**config.mk**
```make
export PLATFORM = sky130hd
export DESIGN_NAME = voice_irq_queue
export DESIGN_NICKNAME = d
export VERILOG_FILES = /design/src/rtl/vq_pkg.sv /design/src/rtl/vq_lowest_pick.sv /design/src/rtl/vq_pending_set.sv /design/src/rtl/voice_irq_queue.sv
export SDC_FILE = /design/constraint.sdc
export NUM_CORES = 1
export LEC_CHECK = 0
export ABC_AREA = 1
export CAP_MARGIN = 20
export CORE_ASPECT_RATIO = 2
export CORE_MARGIN = 1.5
export CORE_UTILIZATION = 54
export DETAILED_ROUTE_END_ITERATION = 10
export GPL_TIMING_DRIVEN = 0
export PLACE_DENSITY_LB_ADDON = 0.12
export SLEW_MARGIN = 15
export SYNTH_ARGS = -nofsm -noshare
export SYNTH_HDL_FRONTEND = slang
export SYNTH_HIERARCHICAL = 1
export SYNTH_SLANG_ARGS = --single-unit
```
**constraint.sdc**
```tcl
create_clock -name clk -period 4 [get_ports clk]
set_input_delay 0.6 -clock clk [delete_from_list [all_inputs] [get_ports clk]]
set_output_delay 0.6 -clock clk [all_outputs]
set_load 0.02 [all_outputs]
```
**src/rtl/vq_pkg.sv**
```systemverilog
package vq_pkg;

    localparam int VOICE_BITS   = 5;
    localparam int STAT_W       = 8;
    localparam int WAVE_SUM_BIT = 5;
    localparam int RAMP_SUM_BIT = 6;

    localparam logic [STAT_W-1:0] FSEL_IRQ_SRC = 8'h8F;
    localparam logic [STAT_W-1:0] STAT_IDLE    = 8'hE8;
    localparam logic [2:0]        WAVE_TAG     = 3'b011;
    localparam logic [2:0]        RAMP_TAG     = 3'b100;

    typedef logic [VOICE_BITS-1:0] voice_t;

    typedef enum logic [1:0] {
        SRC_NONE = 2'd0,
        SRC_WAVE = 2'd1,
        SRC_RAMP = 2'd2
    } src_kind_e;

    typedef struct packed {
        src_kind_e kind;
        voice_t    voice;
    } pick_t;

    function automatic logic [STAT_W-1:0] encode_status(pick_t p);
        case (p.kind)
            SRC_WAVE: encode_status = {WAVE_TAG, p.voice};
            SRC_RAMP: encode_status = {RAMP_TAG, p.voice};
            default:  encode_status = STAT_IDLE;
        endcase
    endfunction

endpackage

```
**src/rtl/vq_lowest_pick.sv**
```systemverilog
module vq_lowest_pick
    import vq_pkg::*;
#(
    parameter int N = 31
) (
    input  logic [N-1:0] req,
    output logic         any,
    output voice_t       idx
);
    always_comb begin
        idx = '0;
        for (int i = N - 1; i >= 0; i--) begin
            if (req[i]) idx = voice_t'(i);
        end
    end

    assign any = |req;
endmodule

```
**src/rtl/vq_pending_set.sv**
```systemverilog
module vq_pending_set
    import vq_pkg::*;
#(
    parameter int N = 31
) (
    input  logic         clk,
    input  logic         rst,
    input  logic         flush,
    input  logic [N-1:0] set_vec,
    input  logic         clr_en,
    input  voice_t       clr_idx,
    output logic [N-1:0] pend
);
    logic [N-1:0] clr_mask;

    always_comb begin
        clr_mask = '0;
        for (int i = 0; i < N; i++) begin
            if (clr_en && (clr_idx == voice_t'(i))) clr_mask[i] = 1'b1;
        end
    end

    always_ff @(posedge clk) begin
        if (rst || flush) pend <= '0;
        else              pend <= (pend & ~clr_mask) | set_vec;
    end
endmodule

```
**src/rtl/voice_irq_queue.sv**
```systemverilog
module voice_irq_queue
    import vq_pkg::*;
#(
    parameter int NUM_VOICES = 31
) (
    input  logic                  clk,
    input  logic                  rst,
    input  logic                  soft_reset,
    input  logic [NUM_VOICES-1:0] wave_evt,
    input  logic [NUM_VOICES-1:0] ramp_evt,
    input  logic                  fsel_wr,
    input  logic [7:0]            fsel_data,
    input  logic [7:0]            irq_other,
    output logic [7:0]            src_status,
    output logic                  voice_clr_wave,
    output logic                  voice_clr_ramp,
    output logic [4:0]            voice_clr_idx,
    output logic [7:0]            irq_status,
    output logic                  irq_line
);
    localparam int NCLASS = 2;
    localparam logic [7:0] SUM_MASK = 8'((1 << WAVE_SUM_BIT) | (1 << RAMP_SUM_BIT));

    logic [NCLASS-1:0][NUM_VOICES-1:0] evt_vec;
    logic [NCLASS-1:0][NUM_VOICES-1:0] pend_vec;
    logic [NCLASS-1:0]                 has_any;
    voice_t                            cand [NCLASS];
    logic                              deq;
    pick_t                             pick;

    assign evt_vec[0] = wave_evt;
    assign evt_vec[1] = ramp_evt;
    assign deq        = fsel_wr && (fsel_data == FSEL_IRQ_SRC);

    for (genvar c = 0; c < NCLASS; c++) begin : g_class
        localparam src_kind_e KIND = (c == 0) ? SRC_WAVE : SRC_RAMP;

        vq_pending_set #(.N(NUM_VOICES)) u_set (
            .clk     (clk),
            .rst     (rst),
            .flush   (soft_reset),
            .set_vec (evt_vec[c]),
            .clr_en  (deq && (pick.kind == KIND)),
            .clr_idx (pick.voice),
            .pend    (pend_vec[c])
        );

        vq_lowest_pick #(.N(NUM_VOICES)) u_pick (
            .req (pend_vec[c]),
            .any (has_any[c]),
            .idx (cand[c])
        );
    end

    // class priority: wavetable set before ramp set
    always_comb begin
        if (has_any[0])      pick = '{kind: SRC_WAVE, voice: cand[0]};
        else if (has_any[1]) pick = '{kind: SRC_RAMP, voice: cand[1]};
        else                 pick = '{kind: SRC_NONE, voice: '0};
    end

    always_ff @(posedge clk) begin
        if (rst) begin
            src_status     <= STAT_IDLE;
            voice_clr_wave <= 1'b0;
            voice_clr_ramp <= 1'b0;
            voice_clr_idx  <= '0;
        end else begin
            voice_clr_wave <= deq && (pick.kind == SRC_WAVE);
            voice_clr_ramp <= deq && (pick.kind == SRC_RAMP);
            if (deq) begin
                src_status    <= encode_status(pick);
                voice_clr_idx <= pick.voice;
            end
        end
    end

    always_comb begin
        irq_status               = irq_other & ~SUM_MASK;
        irq_status[WAVE_SUM_BIT] = has_any[0];
        irq_status[RAMP_SUM_BIT] = has_any[1];
    end

    assign irq_line = |irq_status;
endmodule

```
==> results of run 1 <==
-- final timing paths --
check,to,slack (ns),start,cells past startpoint
setup / recovery,irq_line,0.33,g_class[0].u_set/pend[27],9
hold / removal,voice_clr_idx[0],0.47,voice_clr_idx[0],2
setup reg to reg,g_class[0].u_set/pend[9],0.68,g_class[0].u_set/pend[29],35
hold reg to reg,voice_clr_idx[0],0.47,voice_clr_idx[0],2
-- stage by stage --
step           utilization [%]  setup slack, ns  total power [uW]  hold WS (ns)  instances
3_3_place_gp              70.4            0.729              1270         0.453        858
3_5_place_dp              70.4            0.715              1280         0.459        858
6_report                  74.5            0.334              2170         0.466        874
4_1_cts                   74.5            0.347              2170         0.468        874
2_1_floorplan                -             1.46              1110         0.447        659
5_1_grt                   74.5           0.0464              2260         0.488        874
-- cell families (layout without fill, tap and decap cells) --
family / count (synthesis) / count (layout) / synth area share (%)
flip-flops: 76 / 76 / 34.0
AND/OR/NAND/NOR: 333 / 333 / 33.9
buffers and inverters: 163 / 282 / 17.0
AO/OA/AOI/OAI: 87 / 87 / 15.1
-- cells in the final DEF (no fill, tap or decap), types with 3 or more instances in the layout --
cell and n:
nand2_1 179, nor4_1 5, clkdlybuf4s50_1 103, dfxtp_1 76
nand3_1 80, inv_1 121, nand2_2 3, inv_2 18
a21oi_1 19, clkbuf_1 3, clkbuf_16 9, nor2_1 37
buf_6 9, nor2_4 12, nor3_1 5, buf_4 8
nor2_2 5, a21oi_2 58
-- flip-flops by register name (all words and copies together), names as in the netlist --
register / flops
src_status: 7
g_class.u_set/pend: 62
voice_clr_idx: 5
voice_clr_wave: 1
voice_clr_ramp: 1
-- cell usage after synthesis (all sizes together) --
cell type and count:
nand2 182, inv 139, nand3 81, a21oi 77
dfxtp 76, nor2 54, buf 21, nor3 7
nor4 5, a211oi 2, a21boi 2, a31oi 2
bufinv 2, nor3b 2, o21bai 2, o311ai 2
or2 2, clkbuf 1
-- metal layers --
layer / global-route usage [%] / routed length (um) / vias to the layer above
met3: 4.95 / 460 / 57
met2: 55.8 / 7070 / 158
met4: 18.9 / 673 / 0
met1: 26.8 / 4150 / 2053
met5: 0 / 0 / -
li1: - / - / 2255
-- area by class of cell --
| type | instances | area, um2 |
|---|---|---|
| buffer | 22 | 205 |
| clock buffer | 13 | 260 |
| clock inverter | 3 | 68.8 |
| fill | 639 | 2040 |
| inverter | 141 | 557 |
| multi-input combinational | 420 | 2200 |
| sequential | 76 | 1520 |
| tap | 96 | 120 |
| timing repair buffer | 103 | 1030 |
-- critical path, delay by kind of cell, from the launching register on --
kind                   cells  cell delay [ns]
buffers and inverters      2             0.79
DFF                        1             0.34
and+or+nand+nor            7             1.60
-- power groups by stage --
stage,clock (uW),sequential (uW),combinational (uW)
6_report,889,814,464
3_3_place_gp,0,827,445
3_5_place_dp,0,829,455
4_1_cts,899,813,460
2_1_floorplan,0,823,289
5_1_grt,930,817,511
==> flow_summary_export.csv, run 1 <==
group,metric,value,unit
global_routing,grt_overflow,0,
power_and_ir_drop,power_density,364,nW/um2
route,initialDrtViolationCount,317,
global_routing,antenna_found_initial,0,
power_and_ir_drop,p_comb_share,21.4,%
placement,dpl_cell_area,5630,um2
floorplanning,start_util,56.0,%
clock_network,cts.sinks,76,
clock_network,clkTransAtPathRegs,0.06,ns
floorplanning,pin_count,106,
setup_path,path_cells,"nor4_1, nand2_1, nor3_1, nand3_1, inv_1, nand2_1, nor3_1, nand2_1, clkdlybuf4s50_1",
clock_network,cts_buffers,9,
sta,hold_viol,0,
layout,diodes,0,
synth,syn-instance-count,659,
route,num_vias,4523,
route,wl_per_cell,14.1,um
global_routing,grt_pass1_vias,4559,
sta,finalSetupViolations,0,
layout,areaGrowthSynthToFinish,33.0,%
floorplanning,dieArea,8880,um2
placement,dp_hpwl,9.60,mm
sta,slew_headroom,62.6,%
route,routed_wl,12.3,mm
setup_path,crit_fanout,8,
setup_path,start_kind,"flop",
sta,rsz0062_at_grt,"no",
route,drc,0,
route,via_per_inst,5.18,
global_routing,grt_first_pass_wirelength,20.1,mm
layout,final_area,5960,um2
clock_network,cts_resized,0,
power_and_ir_drop,p_sw_share,28.3,%
setup_path,end_kind,"output pin",
synth,syn-cell-area,4480,um2
power_and_ir_drop,leakage,0.00262,uW
status,outcome,"complete, no violations",
layout,nets,855,
setup_path,path_common_cell,"nand2_1",
placement,port_buffers,103,
synth,netlist_top_cells_area,"dfxtp_1 (34%), nand2_1 (15%), a21oi_2 (11%), inv_1 (10%), nand3_1 (8.9%)",
clock_network,cts_setup_buffers,0,
clock_network,cts_tree,"yes",
sta,final-max-slew-violation-count,0,
layout,layout-drive-gt1-share,17.5,%
clock_network,clock_path_buffers,2,
synth,synth_fp_nets,741,
global_routing,gr-usage-all-layers,29.5,%
route,ant_nets,0,
global_routing,grt_max_degree,13,
sta,worst_pin_slew,0.556,ns
power_and_ir_drop,ir_drop,0.269,mV
clock_network,htree_levels,3,
setup_path,cpPeakStageDelay,0.55,ns
sta,post-route-period-util,91.6,%
power_and_ir_drop,p_int,1550,uW
power_and_ir_drop,p_switching,613,uW
clock_network,cts_root_buf,"clkbuf_16",
floorplanning,die-height,132,um
setup_path,crit_required,3.40,ns
flow_run,cap_viol_max_count,0,
power_and_ir_drop,pwr-share-clk,41.0,%
setup_path,cpMaxStageDelayCell,"clkdlybuf4s50_1",
floorplanning,rows,46,
synth,yosys.area.top_type_share,34.0,%
setup_path,path_class,"flop to output pin",
clock_network,postCtsHoldBufs,0,
floorplanning,die_w,67.4,um
power_and_ir_drop,power_frac_seq,37.5,%
sta,skew,0.00748,ns
synth,ys_seq_area_share,34.0,%
synth,yosysUniqueCellTypes,28,
placement,gp_congestion,0.929,
synth,avgSynthCellArea,6.80,um2
synth,ys.warnings.count,6,
floorplanning,core_area,8000,um2
sta,setup-tns-final,0,ns
route,drtPass1Iterations,6,
sta,period_needed,3.67,ns
synth,synth_seq_cells,76,
synth,synth_top_area_cell,"dfxtp_1",
clock_network,clock_latency,0.33,ns
setup_path,crit_arrival,3.07,ns
sta,max_freq,0.273,GHz
min_path,hold_class,"flop to flop",
(Power assumes the default switching activity.)
==> run 2, diff against run 1 <==
REMOVE_ABC_BUFFERS = 1   (was default)
TNS_END_PERCENT = 1   (was default)
==> flow_summary_export.csv, run 2 (same netlist as run 1, synthesis figures left out) <==
group,metric,value,unit
clock_network,cts_tree,"yes",
sta,max_freq,0.290,GHz
placement,dp_hpwl,9.09,mm
sta,final-max-slew-violation-count,0,
sta,rsz0062_at_grt,"no",
route,via_per_inst,5.12,
placement,dpl_cell_area,5470,um2
floorplanning,rows,46,
clock_network,clock_path_buffers,2,
global_routing,grt_pass1_vias,4254,
layout,final_area,5810,um2
layout,final_common_cell,"nand2_1",
power_and_ir_drop,ir_drop,0.318,mV
setup_path,crit_required,3.40,ns
layout,layout_common_cells,"nand2_1 (179), inv_1 (121), clkdlybuf4s50_1 (103)",
layout,layout-drive-gt1-share,15.7,%
placement,port_buffers,103,
setup_path,start_kind,"flop",
global_routing,grt_overflow,0,
clock_network,clkTransAtPathRegs,0.06,ns
status,outcome,"complete, no violations",
sta,post-route-period-util,86.2,%
flow_run,cap_viol_max_count,0,
clock_network,postCtsHoldBufs,0,
floorplanning,dieArea,8880,um2
layout,reg.largest.list,"g_class.u_set/pend x62, src_status x7, voice_clr_idx x5",
clock_network,cts.sinks,76,
floorplanning,pin_count,106,
route,ant_nets,0,
sta,skew,0.00463,ns
sta,finalSetupViolations,0,
clock_network,htree_levels,3,
layout,top_register,"g_class.u_set/pend",
setup_path,path_class,"flop to output pin",
layout,areaGrowthSynthToFinish,29.6,%
global_routing,grt_first_pass_wirelength,18.9,mm
route,routed_wl,11.7,mm
sta,hold_viol,0,
clock_network,cts_resized,0,
route,drc,0,
route,num_vias,4371,
sta,worst_pin_slew,0.537,ns
sta,slew_headroom,64.1,%
setup_path,crit_arrival,2.85,ns
layout,nets,835,
route,wl_per_cell,13.8,um
sta,period_needed,3.45,ns
layout,seqCellArea,1520,um2
clock_network,clock_latency,0.33,ns
global_routing,antenna_found_initial,0,
sta,setup-tns-final,0,ns
placement,dp_slack,0.697,ns
global_routing,grt_max_degree,28,
floorplanning,die-height,132,um
layout,fillCellCount,702,
route,drtPass1Iterations,5,
global_routing,gr-usage-all-layers,28.0,%
clock_network,cts_root_buf,"clkbuf_16",
sta,fin_ws,0.553,ns
floorplanning,die_w,67.4,um
min_path,hold_class,"flop to flop",
layout,multi_input_area,2200,um2
power_and_ir_drop,leakage,0.00253,uW
clock_network,cts_buffers,9,
layout,diodes,0,
route,initialDrtViolationCount,329,
setup_path,end_kind,"output pin",
placement,gp_congestion,0.887,
power_and_ir_drop,power_density,379,nW/um2
power_and_ir_drop,power.total,2200,uW
clock_network,cts_setup_buffers,0,
setup_path,crit_fanout,8,
layout,largest_reg_flops,62,
floorplanning,start_util,56.0,%
floorplanning,core_area,8000,um2
[run 2: cell types whose count changed in the layout (fill, tap and decap cells not counted), sizes merged]
cell / change
clkinv: -1
clkbuf: -3
bufinv: +1
clkinvlp: +1
buf: -19
[run 2: final cells by class]
cell class / count / share of cell area [%]
tap: 96 / 2.07
clock buffer: 11 / 4.18
timing repair buffer: 105 / 18.4
inverter: 141 / 9.59
sequential: 76 / 26.2
clock inverter: 4 / 1.68
multi-input combinational: 420 / 37.8
[run 2: power breakdown]
| group | internal, uW | leakage (uW) | switching [uW] |
|---|---|---|---|
| clock | 623 | 0.000162 | 310 |
| sequential | 788 | 0.000623 | 24.8 |
| combinational | 177 | 0.00174 | 275 |
| total | 1590 | 0.00253 | 609 |
[run 2: routing by layer]
metal / share of wire (%) / track usage [%] / up-vias
met5: 0 / 0 / -
met4: 5.1 / 15.6 / 0
met3: 4.6 / 4.78 / 42
met2: 57 / 53.6 / 148
met1: 33 / 25.8 / 1969
li1: - / - / 2212
[run 2: per-stage QoR]
step,std cells,hold WS [ns],utilization [%]
finish,853,0.466,72.6
floorplan,637,0.447,-
global placement,836,0.454,67.8
CTS,853,0.468,72.6
global route,853,0.498,72.6
detailed placement,838,0.458,68.3
[run 2: worst max-delay path, cell delays in order, from the launching register on]
cell and delay, ns:
dfxtp_1 0.34, nor4_1 0.39, nand2_1 0.12, nor3_1 0.24, nand3_1 0.31, inv_1 0.23, nand2_1 0.12, nor3_1 0.15
nand2_1 0.07, clkdlybuf4s50_1 0.54
[run 2: path summary, 6_finish.rpt]
path                                  start                         to  slack [ns]  cells past startpoint
hold / removal             voice_clr_idx[2]           voice_clr_idx[2]        0.47                      2
setup / recovery  g_class[0].u_set/pend[27]                   irq_line        0.55                      9
hold reg to reg            voice_clr_idx[2]           voice_clr_idx[2]        0.47                      2
setup reg to reg  g_class[0].u_set/pend[28]  g_class[0].u_set/pend[16]        0.56                     35
